## src/rtl/tdr_pkg.sv

```systemverilog
package tdr_pkg;
  typedef enum logic [1:0] {
    PORT_X = 2'd0,
    PORT_Y = 2'd1,
    PORT_L = 2'd2
  } port_e;

  typedef struct packed {
    port_e port;
    logic  vc;
  } route_t;
endpackage

```

## src/rtl/tdr_route.sv

```systemverilog
module tdr_route
  import tdr_pkg::*;
#(
  parameter int K  = 4,
  parameter int CW = $clog2(K)
) (
  input  logic [CW-1:0] my_x_i,
  input  logic [CW-1:0] my_y_i,
  input  logic [CW-1:0] dst_x_i,
  input  logic [CW-1:0] dst_y_i,
  input  port_e         src_port_i,
  input  logic          src_vc_i,
  output route_t        route_o
);
  localparam logic [CW-1:0] EDGE = CW'(K - 1);

  always_comb begin
    route_o = '{port: PORT_L, vc: 1'b0};
    if (dst_x_i != my_x_i) begin
      route_o.port = PORT_X;
      // keep ring channel, switch to 1 at the dateline hop
      route_o.vc   = (src_port_i == PORT_X && src_vc_i) || (my_x_i == EDGE);
    end else if (dst_y_i != my_y_i) begin
      route_o.port = PORT_Y;
      route_o.vc   = (src_port_i == PORT_Y && src_vc_i) || (my_y_i == EDGE);
    end
  end
endmodule

```

## src/rtl/tdr_vc_fifo.sv

```systemverilog
module tdr_vc_fifo #(
  parameter int W     = 13,
  parameter int DEPTH = 2,
  localparam int AW   = (DEPTH > 1) ? $clog2(DEPTH) : 1,
  localparam int NW   = $clog2(DEPTH + 1)
) (
  input  logic         clk_i,
  input  logic         rst_ni,
  input  logic         push_i,
  input  logic [W-1:0] din_i,
  input  logic         pop_i,
  output logic [W-1:0] dout_o,
  output logic         full_o,
  output logic         empty_o
);
  logic [DEPTH-1:0][W-1:0] mem_q;
  logic [AW-1:0] wp_q, rp_q;
  logic [NW-1:0] cnt_q;

  assign full_o  = (cnt_q == NW'(DEPTH));
  assign empty_o = (cnt_q == '0);
  assign dout_o  = mem_q[rp_q];

  function automatic logic [AW-1:0] nxt(input logic [AW-1:0] p);
    return (p == AW'(DEPTH - 1)) ? '0 : p + 1'b1;
  endfunction

  always_ff @(posedge clk_i or negedge rst_ni) begin
    if (!rst_ni) begin
      wp_q  <= '0;
      rp_q  <= '0;
      cnt_q <= '0;
      mem_q <= '0;
    end else begin
      if (push_i) begin
        mem_q[wp_q] <= din_i;
        wp_q        <= nxt(wp_q);
      end
      if (pop_i) rp_q <= nxt(rp_q);
      cnt_q <= cnt_q + NW'(push_i) - NW'(pop_i);
    end
  end

  p_pop_nonempty_r7: assert property (@(posedge clk_i) disable iff (!rst_ni)
    pop_i |-> !empty_o);
endmodule

```

## src/rtl/tdr_out_arb.sv

```systemverilog
module tdr_out_arb #(
  parameter int NI  = 6,
  localparam int IW = $clog2(NI)
) (
  input  logic          clk_i,
  input  logic          rst_ni,
  input  logic [NI-1:0] req_i,
  input  logic [NI-1:0] req_vc_i,
  input  logic [NI-1:0] req_tail_i,
  input  logic [1:0]    vc_ready_i,
  output logic [NI-1:0] gnt_o,
  output logic [IW-1:0] win_o,
  output logic [1:0]    valid_o
);
  logic [1:0]         busy_q;
  logic [1:0][IW-1:0] owner_q;
  logic [IW-1:0]      ptr_q;
  logic [NI-1:0]      elig;
  logic               found;
  logic               wvc;

  for (genvar i = 0; i < NI; i++) begin : g_elig
    assign elig[i] = req_i[i] && vc_ready_i[req_vc_i[i]] &&
                     (!busy_q[req_vc_i[i]] || owner_q[req_vc_i[i]] == IW'(i));
  end

  always_comb begin
    found = 1'b0;
    win_o = '0;
    for (int k = 0; k < NI; k++) begin
      int j;
      j = int'(ptr_q) + k;
      if (j >= NI) j = j - NI;
      if (!found && elig[j]) begin
        found = 1'b1;
        win_o = IW'(j);
      end
    end
  end

  assign wvc     = req_vc_i[win_o];
  assign gnt_o   = found ? (NI'(1) << win_o) : '0;
  assign valid_o = found ? (2'b01 << wvc) : 2'b00;

  always_ff @(posedge clk_i or negedge rst_ni) begin
    if (!rst_ni) begin
      busy_q  <= '0;
      owner_q <= '0;
      ptr_q   <= '0;
    end else if (found) begin
      ptr_q        <= (win_o == IW'(NI - 1)) ? '0 : win_o + 1'b1;
      busy_q[wvc]  <= !req_tail_i[win_o];
      owner_q[wvc] <= win_o;
    end
  end

  p_lock_owner_r5: assert property (@(posedge clk_i) disable iff (!rst_ni)
    (found && busy_q[wvc]) |-> (win_o == owner_q[wvc]));
endmodule

```

## src/rtl/tdr_router.sv

```systemverilog
module tdr_router
  import tdr_pkg::*;
#(
  parameter int K     = 4,
  parameter int PW    = 8,
  parameter int DEPTH = 2,
  localparam int CW   = $clog2(K),
  localparam int FW   = 1 + 2 * CW + PW,
  localparam int NC   = 6,
  localparam int NP   = 3,
  localparam int IW   = $clog2(NC)
) (
  input  logic          clk_i,
  input  logic          rst_ni,
  input  logic [CW-1:0] my_x_i,
  input  logic [CW-1:0] my_y_i,
  input  logic [1:0]    x_in_valid_i,
  output logic [1:0]    x_in_ready_o,
  input  logic [FW-1:0] x_in_flit_i,
  input  logic [1:0]    y_in_valid_i,
  output logic [1:0]    y_in_ready_o,
  input  logic [FW-1:0] y_in_flit_i,
  input  logic          loc_in_valid_i,
  output logic          loc_in_ready_o,
  input  logic [FW-1:0] loc_in_flit_i,
  output logic [1:0]    x_out_valid_o,
  input  logic [1:0]    x_out_ready_i,
  output logic [FW-1:0] x_out_flit_o,
  output logic [1:0]    y_out_valid_o,
  input  logic [1:0]    y_out_ready_i,
  output logic [FW-1:0] y_out_flit_o,
  output logic          ej_valid_o,
  input  logic          ej_ready_i,
  output logic [FW-1:0] ej_flit_o
);
  // channel index: 0/1 X vc0/vc1, 2/3 Y vc0/vc1, 4 injection, 5 unused
  logic [NC-1:0]          in_vld, full, empty, pop, tail, rvc;
  logic [NC-1:0][FW-1:0]  head;
  route_t                 rt [NC];
  logic [NP-1:0][NC-1:0]  req, gnt;
  logic [NP-1:0][IW-1:0]  win;
  logic [NP-1:0][1:0]     vrdy, ovld;

  assign in_vld = {1'b0, loc_in_valid_i, y_in_valid_i, x_in_valid_i};

  for (genvar c = 0; c < NC; c++) begin : g_ch
    logic [FW-1:0] din;
    route_t        rt_new, rt_q;
    logic          in_pkt_q;

    assign din = (c < 2) ? x_in_flit_i : (c < 4) ? y_in_flit_i : loc_in_flit_i;

    tdr_vc_fifo #(.W(FW), .DEPTH(DEPTH)) u_fifo (
      .clk_i, .rst_ni,
      .push_i (in_vld[c] && !full[c]),
      .din_i  (din),
      .pop_i  (pop[c]),
      .dout_o (head[c]),
      .full_o (full[c]),
      .empty_o(empty[c])
    );

    tdr_route #(.K(K), .CW(CW)) u_route (
      .my_x_i, .my_y_i,
      .dst_x_i   (head[c][FW-2 -: CW]),
      .dst_y_i   (head[c][FW-2-CW -: CW]),
      .src_port_i(port_e'(2'(c / 2))),
      .src_vc_i  (1'(c % 2)),
      .route_o   (rt_new)
    );

    always_ff @(posedge clk_i or negedge rst_ni) begin
      if (!rst_ni) begin
        in_pkt_q <= 1'b0;
        rt_q     <= '{port: PORT_L, vc: 1'b0};
      end else if (pop[c]) begin
        in_pkt_q <= !head[c][FW-1];
        if (!in_pkt_q) rt_q <= rt_new;
      end
    end

    assign rt[c]   = in_pkt_q ? rt_q : rt_new;
    assign tail[c] = head[c][FW-1];
    assign rvc[c]  = rt[c].vc;
  end

  always_comb begin
    pop = '0;
    for (int c = 0; c < NC; c++) begin
      for (int p = 0; p < NP; p++) begin
        req[p][c] = !empty[c] && (rt[c].port == port_e'(p));
        pop[c]    = pop[c] | gnt[p][c];
      end
    end
  end

  assign vrdy = {{1'b0, ej_ready_i}, y_out_ready_i, x_out_ready_i};

  for (genvar p = 0; p < NP; p++) begin : g_port
    tdr_out_arb #(.NI(NC)) u_arb (
      .clk_i, .rst_ni,
      .req_i     (req[p]),
      .req_vc_i  (rvc),
      .req_tail_i(tail),
      .vc_ready_i(vrdy[p]),
      .gnt_o     (gnt[p]),
      .win_o     (win[p]),
      .valid_o   (ovld[p])
    );
  end

  assign x_out_valid_o  = ovld[0];
  assign y_out_valid_o  = ovld[1];
  assign ej_valid_o     = ovld[2][0];
  assign x_out_flit_o   = head[win[0]];
  assign y_out_flit_o   = head[win[1]];
  assign ej_flit_o      = head[win[2]];
  assign x_in_ready_o   = ~full[1:0];
  assign y_in_ready_o   = ~full[3:2];
  assign loc_in_ready_o = ~full[4];

  p_valid_needs_ready_r7: assert property (@(posedge clk_i) disable iff (!rst_ni)
    ((x_out_valid_o & ~x_out_ready_i) == 2'b00) &&
    ((y_out_valid_o & ~y_out_ready_i) == 2'b00) && !(ej_valid_o && !ej_ready_i));
  p_x_dateline_r4: assert property (@(posedge clk_i) disable iff (!rst_ni)
    x_out_valid_o[0] |-> (my_x_i != CW'(K - 1)));
  p_y_dateline_r4: assert property (@(posedge clk_i) disable iff (!rst_ni)
    y_out_valid_o[0] |-> (my_y_i != CW'(K - 1)));
endmodule

```

## config.mk

```make
export PLATFORM = sky130hd
export DESIGN_NAME = tdr_router
export DESIGN_NICKNAME = d
export VERILOG_FILES = /design/src/rtl/tdr_pkg.sv /design/src/rtl/tdr_route.sv /design/src/rtl/tdr_vc_fifo.sv /design/src/rtl/tdr_out_arb.sv /design/src/rtl/tdr_router.sv
export SDC_FILE = /design/constraint.sdc
export NUM_CORES = 1
export LEC_CHECK = 0
export ABC_AREA = 1
export BUFFER_PORTS_ARGS = -buffer_cell sky130_fd_sc_hd__buf_2
export CORE_UTILIZATION = 61
export DETAILED_ROUTE_END_ITERATION = 6
export GPL_TIMING_DRIVEN = 1
export MAX_ROUTING_LAYER = met4
export PLACE_DENSITY_LB_ADDON = 0.25
export SKIP_CTS_REPAIR_TIMING = 1
export SLEW_MARGIN = 20
export SYNTH_ARGS = -nofsm -noshare
export SYNTH_HDL_FRONTEND = slang
export SYNTH_SLANG_ARGS = --single-unit
```

## constraint.sdc

```tcl
create_clock -name clk_i -period 6.1 [get_ports clk_i]
set_clock_uncertainty 0.15 [all_clocks]
set_input_delay 0.915 -clock clk_i [delete_from_list [all_inputs] [get_ports clk_i]]
set_output_delay 0.915 -clock clk_i [all_outputs]
set_load 0.05 [all_outputs]
```

==> run summary, run 1 <==
• count of warnings emitted by yosys: 0
• count of flip-flops with a built-in enable after synthesis: 0
• Hold/Removal Path Class: reg2reg
• wire length of the first global-routing pass: 72.1 mm
• capturing element type of the critical path: output port
• data required time at the worst endpoint: 5.03 ns
• worst skew pair latency: 0.54 ns
• input/output buffers: 103
• via count of the first global-routing pass: 13900
• detailed-route wire length per cell: 18.2 um
• critical path start-end classification: reg2out
• area of the core: 23800 um^2
• final standard cell count with taps included and fillers excluded: 2574
• count of TritonRoute iterations in the first routing pass: 7
• largest buffer count on any clock path: 3
• ranking of synthesized cells by area: dfrtp_1 33%, nand2_1 18%, nand3_1 6.3%
• height of the die: 159 um
• Synth Net Count: 2239
• kind of start point of the critical path: flip-flop
• flip-flop and latch count after synthesis: 205
• arrival time of data at the critical path endpoint: 4.80 ns
• Post-Place Worst Slack: 0.284 ns
• outcome: finished, violations left
• total number of vias: 14800
• fraction of final layout cells with drive strength greater than 1: 17.8%
• leading cell type in the layout, fill and taps excluded: nand2_1
• TritonCTS clock tree: yes
• synthesized instance count: 2137
• final hold violation count: 0
• starting density of the core: 62.9%
• final period demand of the worst path: 5.87 ns
• most frequent CP cell: nand3_1
• Max stage delay cell, worst path: dfrtp_2
• proportion of register bits with asynchronous set or reset after synthesis: 100%
• Root Driver: clkbuf_16
• final weighted congestion of routability-driven global placement: 0.995
• Reg2Reg Capture Point: g_ch[3].u_fifo.cnt_q[1]$_DFF_PN0_
• post-synthesis instance area: 14900 um^2
• share of the synthesized area in the top cell type: 33.3%
• cts bufs inserted: 23
• initial antenna violation count: 2
• sum of negative setup slack: 0 ns
• FF-to-FF path depth: 26
• H-tree depth reported by CTS: 1
• Final setup violation count: 0
• sum of overflow across all layers after global routing: 0
• pin count of the biggest net entering global routing: 108
• vias per inst: 5.74
• Min-Delay Path Depth: 2
• start point of the worst min-delay path: g_ch[2].rt_q[2]$_DFFE_PN1P_
• clock-pin slew reported for the worst setup and hold paths after clock tree synthesis: 0.06 ns
• share of synthesized area occupied by flip-flops and latches: 34.4%
• DRC: 3
• antenna violation net count after detailed routing: 0
• worst min-delay path endpoint: g_ch[2].rt_q[2]$_DFFE_PN1P_
• detailed placement HPWL: 35.6 mm
• Layout Utilization: 70.2%
• clock tree sinks: 205
• post-synth top area cell: dfrtp_1
• DRC marker count from the first detailed-route iteration: 1529
• count of standard-cell rows: 56
• worst-margin pin slew: 1.09 ns
• biggest cell delay along the critical path: 0.53 ns
• reg-to-reg slack, setup: 1.14 ns
• total I/O pin count: 104
• layout overhead on the synthesized area: 11.5%
• slew margin rel.: 27.1%
• number of nets in the layout: 2338
• sum of routed wire length over all layers: 46.8 mm
• final worst setup slack: 0.233 ns
• Die Outline Area: 25100 um^2
• all-layer global routing usage: 38.6%
• Max FO, Critical Path: 18
• number of maximum-capacitance violations: 0
• Die Wd: 159 um
• startpoint of the lowest-slack register-to-register path: g_ch[1].u_fifo.rp_q$_DFFE_PN0P_
• Achievable Freq: 170 MHz
• commonest cells after routing, fill and taps aside: 722 x nand2_1, 239 x inv_1, 195 x dfrtp_1
• Slew Limit Fails: 0
• flip-flop cell with the highest count after synthesis: dfrtp_1
• Tcrit/Tclk final: 96.2%
• violated checks: DRC
• Avg Cell Area, Syn: 6.99 um^2
• # placed instances: 2526
• post-synthesis cell type count: 54
## cell usage after synthesis (6+ instances only)
| library cell | number |
|---|---|
| nor2_2 | 11 |
| o21ai_0 | 178 |
| inv_4 | 8 |
| or2_2 | 6 |
| clkbuf_1 | 26 |
| inv_1 | 242 |
| dfrtp_1 | 199 |
| o21ai_1 | 31 |
| nor2_4 | 9 |
| nand2_2 | 54 |
| xnor2_1 | 11 |
| nor2_1 | 92 |
| nand3_2 | 18 |
| inv_2 | 20 |
| nand4_1 | 34 |
| dfstp_2 | 6 |
| o31ai_1 | 8 |
| nand3_1 | 187 |
| nor3_1 | 7 |
| mux2_2 | 51 |
| a21oi_1 | 46 |
| o22ai_1 | 6 |
| nand2_1 | 724 |
| ha_1 | 47 |
| buf_2 | 20 |
| nand2_4 | 9 |
| buf_6 | 9 |
| xor2_1 | 21 |
| buf_4 | 7 |
## through the flow
step	area, um^2	hold slack, ns
final	16700	0.323
after global routing	16700	0.341
after CTS	16600	0.321
after detailed placement	15700	0.305
after global placement	15700	0.299
after floorplan	14900	0.287
## cell type report
cell class | instances | area (um^2)
multi-input combinational | 1600 | 8460
antenna | 2 | 5.00
timing repair buffer | 136 | 807
tap | 319 | 399
clock buffer | 32 | 659
inverter | 270 | 1040
fill | 2004 | 7090
clock inverter | 10 | 149
sequential | 205 | 5140
## metal layers
| layer | share of wire [%] | GRT usage, % | vias to the layer above |
|---|---|---|---|
| li1 | - | - | 7069 |
| met1 | 40 | 46.8 | 6857 |
| met2 | 48 | 64.4 | 697 |
| met3 | 7.4 | 5.17 | 158 |
| met4 | 4.9 | 16.8 | 0 |
| met5 | 0 | - | - |
## worst max-delay path by stage
stage                  endpoint  cells after the start  slack (ns)                             from
6_report       x_out_valid_o[0]                     25        0.23  g_ch[1].u_fifo.rp_q$_DFFE_PN0P_
2_1_floorplan   y_out_flit_o[7]                     27        1.41                        my_x_i[0]
4_1_cts        y_out_flit_o[11]                     29       -0.20  g_ch[4].u_fifo.rp_q$_DFFE_PN0P_
5_1_grt        x_out_flit_o[10]                     28       -0.06  g_ch[1].u_fifo.rp_q$_DFFE_PN0P_
3_5_place_dp   y_out_flit_o[11]                     26        0.28                        my_x_i[0]
3_3_place_gp   y_out_flit_o[10]                     28        0.34                        my_x_i[0]
## sequential cells by signal, summed over array words and instances (netlist names)
signal	count
g_ch.in_pkt_q	6
g_ch.rt_q	18
g_ch.u_fifo.mem_q	130
g_ch.u_fifo.wp_q	5
g_port.u_arb.owner_q	15
g_port.u_arb.ptr_q	9
g_port.u_arb.busy_q	5
g_ch.u_fifo.rp_q	5
g_ch.u_fifo.cnt_q	12
## logic make-up (layout without fill, tap and decap cells)
logic type      Yosys count  in the layout  synth area share [%]
fa+ha+maj                47             47                  3.93
buf+inv                 332            448                  9.27
xor+xnor                 33             33                  1.98
other cells               0              2                     0
compound gates          299            299                  10.9
flops                   205            205                  34.4
mux                      51             51                  3.84
simple gates           1170           1170                  35.7
## worst max-delay path, delay by kind of cell (launching register included)
kind                   cells  cell delay, ns
and+or+nand+nor           17            2.24
buffers and inverters      6            1.09
DFF                        1            0.53
AOI/OAI and AO/OA          2            0.38
Power of run 1 is left out: the tool's default activity adds up to more than one toggle a clock period on the data nets, which glitch-free logic cannot reach.
==> run 2, diff against run 1 <==
ABC_AREA = 0   (was 1)
==> run 2 against run 1 <==
  * Core utilization up 7.7 points
  * Setup slack got worse by 0.32 ns
  * The run ends with DRC, setup timing left
  * Critical endpoint is now y_out_flit_o[9]
  * Count of clock-buffer cells in the layout did not move
==> run summary, run 2 <==
• antenna violation net count after detailed routing: 0
• height of the die: 158 um
• reg-to-reg slack, setup: 0.51 ns
• capturing element type of the critical path: output port
• share of the synthesized area in the top cell type: 33.4%
• Die Outline Area: 25100 um^2
• input/output buffers: 103
• Die Wd: 158 um
• final period demand of the worst path: 6.18 ns
• Synth Net Count: 1626
• kind of start point of the critical path: flip-flop
• clock tree sinks: 205
• wire length of the first global-routing pass: 70.6 mm
• H-tree depth reported by CTS: 1
• detailed placement HPWL: 34.3 mm
• total number of vias: 13800
• post-synthesis cell type count: 104
• worst-margin pin slew: 0.869 ns
• cell-by-cell trace of the critical path: mux2i_4 -> xnor2_1 -> or3_1 -> o21ai_2 -> o21ai_2 -> a222oi_1 -> o31ai_4 -> nor3b_2 -> buf_4 -> a21o_1 -> a2bb2oi_4 -> buf_12 -> clkbuf_16 -> mux2i_1 -> a22o_1 -> a21o_1 -> clkbuf_4
• DRC marker count from the first detailed-route iteration: 1709
• main combinational cell family by area after synthesis: multiplexers
• largest registers: g_ch.u_fifo.mem_q: 130 flops, g_ch.rt_q: 18 flops, g_port.u_arb.owner_q: 15 flops
• Hold/Removal Path Class: in2async
• number of flip-flops under the largest register name: 130
• count of warnings emitted by yosys: 0
• Tcrit/Tclk final: 101%
• Root Driver: clkbuf_16
• proportion of register bits with asynchronous set or reset after synthesis: 100%
• most frequently used cell type in the post-synthesis netlist: dfrtp_1
• register with the most flip-flops: g_ch.u_fifo.mem_q
• FF-to-FF path depth: 21
• commonest cells after routing, fill and taps aside: 192 x dfrtp_1, 164 x mux2_2, 162 x buf_4
• Layout Utilization: 77.8%
• post-synth top area cell: dfrtp_1
• via count of the first global-routing pass: 12800
• post-synthesis share of cell area spent on and, or, nand and nor gates: 13.3%
• Max stage delay cell, worst path: dfrtp_2
• count of flip-flops with a built-in enable after synthesis: 0
• area of the core: 23800 um^2
• count of TritonRoute iterations in the first routing pass: 7
• initial antenna violation count: 0
• post-synthesis instance area: 14900 um^2
• synthesized instance count: 1524
• launching instance or port of the critical path: g_ch[0].u_fifo.rp_q$_DFFE_PN0N_
• pin count of the biggest net entering global routing: 119
• number of nets in the layout: 1833
• share of synthesized area occupied by flip-flops and latches: 34.4%
• Achievable Freq: 162 MHz
• TritonCTS clock tree: yes
• Reg2Reg Capture Point: g_ch[3].u_fifo.cnt_q[1]$_DFF_PN0_
• final weighted congestion of routability-driven global placement: 1.04
• DRC: 9
• fill count: 1458
• ANT cells: 0
• layout overhead on the synthesized area: 23.9%
• detailed-route wire length per cell: 23.9 um
• flip-flop and latch count after synthesis: 205
• area share of xor/xnor cells in the synthesized design: 3.52%
• largest buffer count on any clock path: 3
• worst skew pair latency: 0.53 ns
• area fraction in compound gates after synthesis: 18.6%
• leading cell type in the layout, fill and taps excluded: dfrtp_1
• sum of overflow across all layers after global routing: 0
• violated checks: DRC, setup timing
• all-layer global routing usage: 38.0%
• biggest cell delay along the critical path: 0.49 ns
• Slew Limit Fails: 0
• Avg Cell Area, Syn: 9.79 um^2
• vias per inst: 6.69
• clock-pin slew reported for the worst setup and hold paths after clock tree synthesis: 0.06 ns
• Max FO, Critical Path: 9
• sum of negative setup slack: -0.351 ns
• setup repair after global routing missed its margin: yes
• slew margin rel.: 40.4%
• startpoint of the lowest-slack register-to-register path: g_ch[0].u_fifo.rp_q$_DFFE_PN0N_
• data required time at the worst endpoint: 5.03 ns
• Post-synth top cells: 199 x dfrtp_1, 166 x mux2_2, 111 x mux2i_1
• Final setup violation count: 9
• area of all placed cells without fillers: 18500 um^2
• final worst setup slack: -0.0820 ns
• final hold violation count: 0
• arrival time of data at the critical path endpoint: 5.12 ns
• critical path start-end classification: reg2out
• Adder-Cell Fraction of Synth Area: 3.94%
• flip-flop cell with the highest count after synthesis: dfrtp_1
• CP endpoint: y_out_flit_o[9]
• starting density of the core: 62.8%
• ranking of synthesized cells by area: dfrtp_1 33%, mux2_2 13%, mux2i_1 7.4%
• count of standard-cell rows: 56
• portion of netlist area occupied by mux cells: 21.8%
• fraction of final layout cells with drive strength greater than 1: 35.8%
• number of maximum-capacitance violations: 0
• cts bufs inserted: 22
• outcome: finished, violations left
• sum of routed wire length over all layers: 49.5 mm
• area post-placement: 16400 um^2
• total I/O pin count: 104
==> run 2: changes by cell type in the layout (fill, tap and decap cells not counted), sizes merged, moves of 119 or more <==
cell	change
buf	+119
nand2	-679
o21ai	-137
nand3	-174
inv	-196
mux2	+121
mux2i	+120
==> run 2: routing by layer <==
metal | GRT usage [%] | up-vias | routed length, um
li1 | - | 6077 | -
met1 | 47.0 | 6659 | 19200
met2 | 61.2 | 849 | 23100
met3 | 6.80 | 240 | 4450
met4 | 16.6 | 0 | 2710
met5 | - | - | 0
==> run 2: layout make-up <==
type / count / area (um^2) / area share (%)
inverter: 75 / 285 / 1.54
multi-input combinational: 1164 / 9880 / 53.5
sequential: 205 / 5150 / 27.8
clock inverter: 8 / 140 / 0.758
clock buffer: 32 / 618 / 3.34
timing repair buffer: 263 / 2010 / 10.9
tap: 319 / 399 / 2.16
==> run 2: cell families (layout without fill, tap and decap cells) <==
logic type / Yosys count / after routing
fa+ha+maj: 47 / 47
simple gates: 383 / 383
buf+inv: 156 / 378
xor+xnor: 60 / 60
flops: 205 / 205
compound gates: 380 / 381
mux: 293 / 293
==> run 2: worst min path at each step <==
stage | startpoint | end | slack, ns | cells past startpoint
6_report | rst_ni | g_ch[2].u_fifo.mem_q[7]$_DFFE_PN0P_ | 0.26 | 1
5_1_grt | rst_ni | g_ch[2].u_fifo.mem_q[7]$_DFFE_PN0P_ | 0.32 | 1
4_1_cts | rst_ni | g_ch[2].u_fifo.mem_q[7]$_DFFE_PN0P_ | 0.29 | 1
3_5_place_dp | g_ch[4].u_fifo.cnt_q[1]$_DFF_PN0_ | g_ch[4].u_fifo.cnt_q[1]$_DFF_PN0_ | 0.33 | 1
3_3_place_gp | g_ch[4].u_fifo.cnt_q[1]$_DFF_PN0_ | g_ch[4].u_fifo.cnt_q[1]$_DFF_PN0_ | 0.33 | 1
2_1_floorplan | g_ch[4].rt_q[2]$_DFFE_PN1P_ | g_ch[4].rt_q[2]$_DFFE_PN1P_ | 0.30 | 2
==> run 2: worst max-delay path, delay by kind of cell, from the launching register on <==
| kind | cells | cell delay (ns) |
|---|---|---|
| xor+xnor | 1 | 0.22 |
| buf+inv | 4 | 0.73 |
| flops | 1 | 0.49 |
| compound gates | 8 | 1.83 |
| mux | 2 | 0.68 |
| simple gates | 2 | 0.61 |
==> run 2: metrics by stage <==
step                setup WS [ns]  instances  hold WS [ns]
floorplan                  -0.201       1524         0.302
global placement            0.106       1970         0.326
detailed placement        -0.0417       1970         0.334
CTS                        -0.427       2010         0.289
global route               -0.144       2066         0.324
finish                    -0.0820       2066         0.260
Power of run 2 is left out for the same reason.
